--- config.mk ---
export PLATFORM = sky130hd
export DESIGN_NAME = trace_capture_buf
export DESIGN_NICKNAME = d
export VERILOG_FILES = /design/src/rtl/tcb_pkg.sv /design/src/rtl/tcb_ram.sv /design/src/rtl/tcb_acq.sv /design/src/rtl/trace_capture_buf.sv
export SDC_FILE = /design/constraint.sdc
export NUM_CORES = 1
export LEC_CHECK = 0
export BUFFER_PORTS_ARGS = -buffer_cell sky130_fd_sc_hd__buf_2
export CAP_MARGIN = 20
export CORE_MARGIN = 2
export CORE_UTILIZATION = 60
export CTS_CLUSTER_SIZE = 12
export DETAILED_ROUTE_END_ITERATION = 12
export PLACE_DENSITY = 0.78
export REMOVE_ABC_BUFFERS = 1
export SYNTH_ARGS = -nofsm -noshare
export SYNTH_HDL_FRONTEND = slang
export SYNTH_HIERARCHICAL = 1
export SYNTH_SLANG_ARGS = --single-unit
--- constraint.sdc ---
create_clock -name clk -period 8.3 [get_ports clk]
set_clock_uncertainty 0.1 [all_clocks]
set_input_delay 0.83 -clock clk [delete_from_list [all_inputs] [get_ports clk]]
set_output_delay 0.83 -clock clk [all_outputs]
set_load 0.05 [all_outputs]
--- src/rtl/tcb_pkg.sv ---
package tcb_pkg;
    localparam int REG_W  = 32;
    localparam int ADDR_W = 4;

    typedef enum logic [ADDR_W-1:0] {
        A_IDENT = 4'd0,
        A_DEPTH = 4'd1,
        A_WIDTH = 4'd2,
        A_STAT  = 4'd3,
        A_DATA  = 4'd4,
        A_RPTR  = 4'd5,
        A_WPTR  = 4'd6,
        A_TCNT  = 4'd7,
        A_CTRL  = 4'd8
    } tcb_addr_e;
endpackage

--- src/rtl/tcb_ram.sv ---
module tcb_ram #(
    parameter int DEPTH  = 16,
    parameter int WORD_W = 32,
    localparam int PTR_W = $clog2(DEPTH)
) (
    input  logic              clk,
    input  logic              we,
    input  logic [PTR_W-1:0]  waddr,
    input  logic [WORD_W-1:0] wdata,
    input  logic [PTR_W-1:0]  raddr,
    output logic [WORD_W-1:0] rdata
);
    logic [WORD_W-1:0] mem [DEPTH];

    always_ff @(posedge clk) begin
        if (we) mem[waddr] <= wdata;
    end

    assign rdata = mem[raddr];
endmodule

--- src/rtl/tcb_acq.sv ---
module tcb_acq #(
    parameter int DEPTH  = 16,
    parameter int WORD_W = 32,
    localparam int PTR_W = $clog2(DEPTH)
) (
    input  logic              clk,
    input  logic              rst_n,
    input  logic              en,
    input  logic              start,
    input  logic              frame_valid,
    input  logic [WORD_W-1:0] frame_data,
    input  logic              trig_in,
    input  logic              wptr_we,
    input  logic [PTR_W-1:0]  wptr_wdata,
    input  logic              cnt_we,
    input  logic [31:0]       cnt_wdata,
    output logic              ram_we,
    output logic [PTR_W-1:0]  ram_waddr,
    output logic [WORD_W-1:0] ram_wdata,
    output logic [PTR_W-1:0]  wptr,
    output logic [31:0]       cnt,
    output logic              full,
    output logic              trig,
    output logic              acq,
    output logic              drained
);
    localparam logic [PTR_W-1:0] LAST = PTR_W'(DEPTH - 1);

    typedef struct packed {
        logic              stg_v;
        logic [WORD_W-1:0] stg_d;
        logic [PTR_W-1:0]  wptr;
        logic [31:0]       cnt;
        logic              full;
        logic              trig;
        logic              acq;
    } acq_st_t;

    acq_st_t s_d, s_q;
    logic    capture;
    logic    take;

    always_comb begin
        s_d     = s_q;
        capture = en && !s_q.acq && !(s_q.trig && (s_q.cnt == 32'd0));
        take    = capture && frame_valid;

        s_d.stg_v = take;
        if (take) s_d.stg_d = frame_data;

        if (s_q.stg_v) begin
            s_d.wptr = (s_q.wptr == LAST) ? '0 : s_q.wptr + 1'b1;
            if (s_q.wptr == LAST) s_d.full = 1'b1;
        end

        if (capture && trig_in) s_d.trig = 1'b1;
        if (take && s_q.trig) s_d.cnt = s_q.cnt - 32'd1;
        if (en && s_q.trig && !s_q.acq && (s_q.cnt == 32'd0)) s_d.acq = 1'b1;

        if (wptr_we) s_d.wptr = wptr_wdata;
        if (cnt_we)  s_d.cnt  = cnt_wdata;

        if (start) begin
            s_d.full = 1'b0;
            s_d.trig = 1'b0;
            s_d.acq  = 1'b0;
        end
    end

    always_ff @(posedge clk or negedge rst_n) begin
        if (!rst_n) s_q <= '0;
        else        s_q <= s_d;
    end

    assign ram_we    = s_q.stg_v;
    assign ram_waddr = s_q.wptr;
    assign ram_wdata = s_q.stg_d;
    assign wptr      = s_q.wptr;
    assign cnt       = s_q.cnt;
    assign full      = s_q.full;
    assign trig      = s_q.trig;
    assign acq       = s_q.acq;
    assign drained   = !s_q.stg_v;
endmodule

--- src/rtl/trace_capture_buf.sv ---
module trace_capture_buf
    import tcb_pkg::*;
#(
    parameter int          DEPTH    = 16,
    parameter int          WORD_W   = 32,
    parameter logic [31:0] ID_VALUE = 32'h7A5E_0001
) (
    input  logic              clk,
    input  logic              rst_n,
    input  logic              frame_valid,
    input  logic [WORD_W-1:0] frame_data,
    input  logic              trig_in,
    input  logic [3:0]        reg_addr,
    input  logic              reg_we,
    input  logic              reg_re,
    input  logic [31:0]       reg_wdata,
    output logic [31:0]       reg_rdata
);
    localparam int PTR_W = $clog2(DEPTH);
    localparam logic [PTR_W-1:0] LAST = PTR_W'(DEPTH - 1);

    generate
        if (WORD_W > REG_W || WORD_W < 1) begin : g_bad_width
            initial $error("WORD_W must be 1..32");
        end
        if ((1 << PTR_W) != DEPTH) begin : g_bad_depth
            initial $error("DEPTH must be a power of two");
        end
    endgenerate

    typedef struct packed {
        logic [1:0]       ctrl;
        logic [PTR_W-1:0] rptr;
    } top_st_t;

    top_st_t t_d, t_q;

    logic              start_pulse;
    logic              ram_we;
    logic [PTR_W-1:0]  ram_waddr;
    logic [WORD_W-1:0] ram_wdata;
    logic [WORD_W-1:0] ram_rdata;
    logic [PTR_W-1:0]  wptr;
    logic [31:0]       cnt;
    logic              full, trig, acq, drained;
    logic              wr_ctrl, wr_rptr, wr_wptr, wr_tcnt, rd_data;

    always_comb begin
        wr_ctrl = reg_we && (reg_addr == A_CTRL);
        wr_rptr = reg_we && (reg_addr == A_RPTR);
        wr_wptr = reg_we && (reg_addr == A_WPTR);
        wr_tcnt = reg_we && (reg_addr == A_TCNT);
        rd_data = reg_re && (reg_addr == A_DATA);
        start_pulse = wr_ctrl && reg_wdata[0] && !t_q.ctrl[0];

        t_d = t_q;
        if (wr_ctrl) t_d.ctrl = reg_wdata[1:0];
        if (wr_rptr)      t_d.rptr = reg_wdata[PTR_W-1:0];
        else if (rd_data) t_d.rptr = (t_q.rptr == LAST) ? '0 : t_q.rptr + 1'b1;
    end

    always_ff @(posedge clk or negedge rst_n) begin
        if (!rst_n) t_q <= '0;
        else        t_q <= t_d;
    end

    tcb_acq #(.DEPTH(DEPTH), .WORD_W(WORD_W)) acq_i (
        .clk        (clk),
        .rst_n      (rst_n),
        .en         (t_q.ctrl[0]),
        .start      (start_pulse),
        .frame_valid(frame_valid),
        .frame_data (frame_data),
        .trig_in    (trig_in),
        .wptr_we    (wr_wptr),
        .wptr_wdata (reg_wdata[PTR_W-1:0]),
        .cnt_we     (wr_tcnt),
        .cnt_wdata  (reg_wdata),
        .ram_we     (ram_we),
        .ram_waddr  (ram_waddr),
        .ram_wdata  (ram_wdata),
        .wptr       (wptr),
        .cnt        (cnt),
        .full       (full),
        .trig       (trig),
        .acq        (acq),
        .drained    (drained)
    );

    tcb_ram #(.DEPTH(DEPTH), .WORD_W(WORD_W)) ram_i (
        .clk  (clk),
        .we   (ram_we),
        .waddr(ram_waddr),
        .wdata(ram_wdata),
        .raddr(t_q.rptr),
        .rdata(ram_rdata)
    );

    always_comb begin
        case (reg_addr)
            A_IDENT: reg_rdata = ID_VALUE;
            A_DEPTH: reg_rdata = REG_W'(DEPTH);
            A_WIDTH: reg_rdata = REG_W'(WORD_W);
            A_STAT:  reg_rdata = {28'd0, drained, acq, trig, full};
            A_DATA:  reg_rdata = REG_W'(ram_rdata);
            A_RPTR:  reg_rdata = REG_W'(t_q.rptr);
            A_WPTR:  reg_rdata = REG_W'(wptr);
            A_TCNT:  reg_rdata = cnt;
            A_CTRL:  reg_rdata = REG_W'(t_q.ctrl);
            default: reg_rdata = '0;
        endcase
    end
endmodule

==> flow_summary.yaml, run 1 <==
placed_design:
  placed_cell_area_um2: 25000
  port_buffers: 105
  hpwl_um: 32700
  gp_congestion: 0.878
  dp_worst_setup_slack_ns: 4.16
  dp.cells: 1874
cells_and_area:
  drive_above_1_share_pct: 27.6
  mostFrequentLayoutCells: "edfxtp_1, mux4_2, buf_2"
  nFillCells: 2438
  syn_to_final_growth_pct: 12.5
  final_common_cell: "edfxtp_1"
  antenna_cells: 0
  final_area_um2: 26700
  fin_cells: 1983
  finalNetCount: 1493
die:
  die_y_um: 203
  die_w_um: 203
  floorplan.initialDensity_pct: 61.1
  fp-row-count: 72
  design.die.area_um2: 41200
  ios: 106
  core_um2: 38900
power:
  power.switching_mw: 2.52
  swShare_pct: 29.8
  power.density_nw_per_um2: 317
  p_int_mw: 5.95
  p_comb_share_pct: 19.4
  power.leakage_nw: 8.90
  peakVddDrop_v: 0.000215
  p_seq_share_pct: 51.6
  clkPwrFrac_pct: 29.1
global_routing:
  overflow: 0
  grt_pass1_wl_um: 86700
  track_usage_pct: 29.4
  grt_pass1_vias: 13300
  antenna_found_initial: 1
  grt_max_degree: 117
route:
  routed_wl_um: 59100
  num_vias: 13500
  route.detailed.drc: 0
  routedWlPerCell_um: 29.8
  viasPerCell: 6.82
  drtIter0Drc: 1925
  antenna_left: 0
  drt_first_pass_iters: 6
yosys:
  async_reset_ff_share_pct: 13.2
  seq_area_frac_synth_pct: 72.9
  synth.distinct_cells: 64
  synth_top_area_share_pct: 64.7
  synth_top_area_cell: "edfxtp_1"
  avgSynthCellArea_um2: 18.4
  synth_edf_count: 512
  ys.flop_type: "edfxtp_1"
  yosys_warnings: 6
  syn_inst: 1294
  ys_ff_latch: 590
  synthTopCellsByArea: "edfxtp_1, mux4_2, dfrtp_1"
  syn_area_um2: 23800
clock_tree:
  post_cts_buffers: 0
  cts_tree: "done"
  cts_inserted_buffers: 58
  max-clock-path-buffers: 3
  insertion_delay_ns: 0.61
  ctsHoldBuffers: 0
  post_cts_resized: 0
  cts_sinks: 590
  root_buffer: "clkbuf_16"
  cts_max_level: 2
  cts.clk_slew.worst_paths_ns: 0.06
critical_path:
  r2r-start: "acq_i/cnt[1]"
  cp_slowest_stage_delay_ns: 0.69
  reg2reg_slack_ns: 5.12
  startpoint: "t_q[0]"
  crit_type: "reg -> out"
  cp-end-kind: "output port"
  crit_path_start_kind: "flop"
  crit_required_ns: 7.37
  r2r_cells: 7
  worstPathMaxFanout: 116
  arrival_ns: 3.83
  slowest_stage: "dfrtp_4"
  worst_r2r_endpoint: "acq_i/cnt[3]"
  cp_cell_sequence: "buf_12 > mux4_2 > a22oi_1 > nand2_1 > o21ai_0 > a21oi_1 > buf_2"
sta:
  rsz0062_at_grt: "no"
  setup_ws_ns: 3.54
  fin_tns_setup_ns: 0
  tightest_slew_ns: 1.07
  hold_violations: 0
  min_period_over_period_pct: 57.3
  setup_viol: 0
  finalMaxSlewViolations: 0
  fmax_mhz: 210
  fin_crit_ns: 4.76
  slew_headroom_pct: 28.1
job:
  drv_cap: 0
min_path:
  hp-class: "in -> async"
run_status:
  status: "finished, final reports clean"
==> synthesized netlist by cell type (3+ instances only) <==
cell / instances
edfxtp_1: 512
mux4_2: 128
nand2_1: 79
dfrtp_1: 78
a22oi_1: 68
nor2_1: 56
clkbuf_1: 38
mux2_2: 35
o21ai_0: 33
a31oi_1: 27
a21oi_1: 22
a22o_1: 16
buf_4: 16
or3_1: 16
nand3_1: 15
or4_1: 12
nor4_1: 11
inv_1: 10
o31ai_1: 10
buf_1: 9
nor3_1: 9
buf_2: 8
nor2b_1: 8
mux2i_1: 7
or2_2: 5
nand2b_1: 4
nand3b_1: 4
nand4_1: 4
a311oi_1: 3
ha_1: 3
o41ai_1: 3
==> worst max path at each step <==
stage / endpoint / slack (ns) / cells past startpoint
6_report: reg_rdata[30] / 3.54 / 7
5_1_grt: reg_rdata[30] / 3.39 / 7
4_1_cts: reg_rdata[0] / 3.56 / 7
3_5_place_dp: reg_rdata[30] / 4.16 / 7
3_3_place_gp: reg_rdata[0] / 4.22 / 7
2_1_floorplan: reg_rdata[0] / 0.35 / 5
==> per-layer routing <==
| metal | GRT usage (%) | vias to the layer above | share of wire (%) |
|---|---|---|---|
| li1 | - | 5571 | - |
| met1 | 40.3 | 6861 | 37 |
| met2 | 45.3 | 927 | 47 |
| met3 | 7.37 | 169 | 11 |
| met4 | 13.5 | 2 | 4.6 |
| met5 | 0 | - | 0.014 |
==> cells by family after synthesis <==
logic type / synth area share (%)
xor gates and xnor gates: 0.111
AOI/OAI and AO/OA: 5.84
DFF: 72.9
muxes: 14.1
adders and majority gates: 0.158
buffers and inverters: 1.69
and+or+nand+nor: 5.21
==> registers in the layout, summed over array words and instances (netlist names) <==
| signal | flops |
|---|---|
| acq_i/acq | 1 |
| acq_i/cnt | 32 |
| acq_i/full | 1 |
| acq_i/ram_waddr | 4 |
| acq_i/ram_wdata | 32 |
| acq_i/ram_we | 1 |
| acq_i/trig | 1 |
| ram_i/mem | 512 |
| t_q | 6 |
==> through the flow <==
stage	power, mW	utilization, %	hold WS (ns)
6_report	8.47	68.7	0.0594
5_1_grt	8.77	68.7	0.0805
4_1_cts	8.47	68.7	0.0649
3_5_place_dp	6.02	64.2	0.409
3_3_place_gp	5.96	64.2	0.390
2_1_floorplan	5.50	-	0.365
==> critical path, delay by kind of cell (launching register included) <==
family	cells	cell delay [ns]
buffers and inverters	2	0.92
AND/OR/NAND/NOR	1	0.13
multiplexers	1	0.62
AO/OA/AOI/OAI	3	0.67
flip-flops	1	0.69
==> power by group through the flow <==
stage	clock (mW)	combinational [mW]	sequential (mW)
after floorplan	0	1.17	4.33
after global placement	0	1.59	4.37
after detailed placement	0	1.61	4.41
final	2.46	1.64	4.37
after CTS	2.49	1.63	4.35
after global routing	2.60	1.74	4.43
==> cell type report <==
type	count	area, um^2	share of cell area, %
clock buffer	99	1680	6.27
clock inverter	10	96.3	0.360
inverter	10	37.5	0.140
multi-input combinational	620	6180	23.1
sequential	590	17300	64.8
tap	518	648	2.42
timing repair buffer	136	773	2.89
(Power assumes the default switching activity.)
==> run 2: changes to the inputs <==
Settings changed: ABC_AREA from default to 1.
Clock period 8.3 ns to 4.4 ns, I/O delays scaled along.
==> flow_summary.yaml, run 2 <==
run_status:
  status: "finished, final reports clean"
cells_and_area:
  antenna_cells: 0
  regArea_um2: 17300
  multi_input_area_um2: 7530
  top_register: "ram_i/mem"
  nFillCells: 3265
  mostFrequentLayoutCells: "nand2_1, edfxtp_1, nand3_1"
  syn_to_final_growth_pct: 11.0
  largest_reg_flops: 512
  finalNetCount: 3068
  final_common_cell: "nand2_1"
  drive_above_1_share_pct: 8.95
  final_area_um2: 30400
yosys:
  avgSynthCellArea_um2: 9.47
  synth.distinct_cells: 42
  synth_most_common_cell: "nand2_1"
  synthTopCellsByArea: "edfxtp_1, nand2_1, nand3_1"
  syn_inst: 2892
  yosys_warnings: 6
  yosys-top-cells-count: "nand2_1, edfxtp_1, nand3_1, inv_1, nor2_1"
  ys.flop_type: "edfxtp_1"
  synth_top_area_share_pct: 56.2
  ys_ff_latch: 590
  synth_edf_count: 512
  async_reset_ff_share_pct: 13.2
  syn_area_um2: 27400
  seq_area_frac_synth_pct: 63.3
  synth_top_area_cell: "edfxtp_1"
clock_tree:
  cts_inserted_buffers: 59
  cts_max_level: 2
  cts_sinks: 590
  post_cts_buffers: 0
  max-clock-path-buffers: 3
  insertion_delay_ns: 0.61
  root_buffer: "clkbuf_16"
  post_cts_resized: 0
  cts_tree: "done"
  cts.clk_slew.worst_paths_ns: 0.06
sta:
  hold_slack_ns: 0.0322
  finalMaxSlewViolations: 0
  min_period_over_period_pct: 88.7
  hold_violations: 0
  setup_viol: 0
  rsz0062_at_grt: "no"
  fin_tns_setup_ns: 0
  fmax_mhz: 256
  fin_crit_ns: 3.90
  slew_headroom_pct: 25.0
  tightest_slew_ns: 1.12
global_routing:
  track_usage_pct: 31.3
  grt_pass1_vias: 19800
  antenna_found_initial: 0
  overflow: 0
  grt_max_degree: 207
  grt_pass1_wl_um: 112000
route:
  routed_wl_um: 74500
  drtIter0Drc: 2945
  viasPerCell: 5.72
  drt_first_pass_iters: 6
  route.detailed.drc: 0
  routedWlPerCell_um: 20.5
  num_vias: 20800
  antenna_left: 0
min_path:
  min_path_cells: 5
  hp-class: "in -> reg"
critical_path:
  crit_path_start_kind: "flop"
  crit_required_ns: 3.86
  crit_type: "reg -> out"
  r2r_cells: 3
  arrival_ns: 3.36
  crit_top_cell: "nand2_1"
  cp_cell_sequence: "buf_12 > nand2_1 > nand2_1 > nand2_1 > nand3_1 > nand3_1 > nand2_1 > nand2_1 > nand2_1 > nor2_1 > nand2_1 > buf_2"
  cp-end-kind: "output port"
  worstPathMaxFanout: 206
  cp_slowest_stage_delay_ns: 0.71
  slowest_stage: "buf_12"
die:
  die_y_um: 218
  core_um2: 45200
  floorplan.initialDensity_pct: 60.6
  ios: 106
  design.die.area_um2: 47400
  die_w_um: 218
  fp-row-count: 78
placed_design:
  port_buffers: 105
  hpwl_um: 41200
  gp_congestion: 0.938
  placed_cell_area_um2: 28200
power:
  peakVddDrop_v: 0.000492
  power.leakage_nw: 13.7
  power.density_nw_per_um2: 611
job:
  drv_cap: 0
-- run 2: changes by cell type in the layout (fill, tap and decap cells not counted), sizes merged, moves of 34 or more --
cell         before   now
mux4            128     0
inv              11   448
nand3            15   477
dlygate4sd3       0    34
nand2            79  1055
mux2             35     0
nor2             56   106
a22oi            68     2
-- run 2: path summary, 6_finish.rpt --
check	from	to	slack (ns)
min reg2reg	acq_i/full	acq_i/full	0.40
max in group asynchronous	rst_n	acq_i/ram_wdata[8]	2.90
max	t_q[0]	reg_rdata[2]	0.50
min	reg_wdata[28]	acq_i/cnt[28]	0.03
max reg2reg	acq_i/ram_waddr[2]	ram_i/mem[14][25]	1.64
min in group asynchronous	rst_n	acq_i/ram_wdata[31]	0.37
-- run 2: report_power, final --
part	switching, mW	internal (mW)	leakage, nW
combinational	3.76	1.58	7.18
sequential	1.11	7.26	5.64
clock	2.03	2.80	0.891
total	6.91	11.6	13.7
-- run 2: logic make-up after synthesis --
family,share of synthesized area [%]
compound gates,1.36
fa+ha+maj,0.137
buf+inv,9.66
simple gates,25.4
flops,63.3
xor+xnor,0.128
-- run 2: area by class of cell --
cell class              count  share of cell area [%]
clock buffers             101                    5.78
clock inverters             8                   0.313
inverters                 450                    5.60
multi-input cells        1715                    24.8
flip-flops and latches    590                    57.0
well taps                 600                    2.47
repair buffers            175                    3.99
-- run 2: per-stage QoR --
stage               power (mW)  util (%)  worst slack [ns]  cells
finish                    18.6      67.3             0.498   3639
global route              19.4      67.3             0.361   3639
CTS                       18.4      67.3             0.549   3639
detailed placement        13.6      62.4              1.27   3496
global placement          13.4      62.4              1.25   3496
floorplan                 11.7         -             -4.00   2755
-- run 2: what timing repair did --
item                                    4_1_cts  5_1_grt
endpoints found under the setup margin        0        0
hold buffers                                 34        0
hold endpoints to repair                     89        0
-- run 2: critical path, delay by kind of cell, from the launching register on --
kind	cells	cell delay, ns
AND/OR/NAND/NOR	10	1.01
buffers and inverters	2	0.97
flip-flops	1	0.67
-- run 2: routing by layer --
metal / track usage (%) / part of all wire [%] / vias up
li1: - / - / 9472
met1: 42.7 / 38 / 9774
met2: 49.3 / 46 / 1355
met3: 5.70 / 11 / 231
met4: 14.7 / 4.5 / 0
met5: 0 / 0 / -
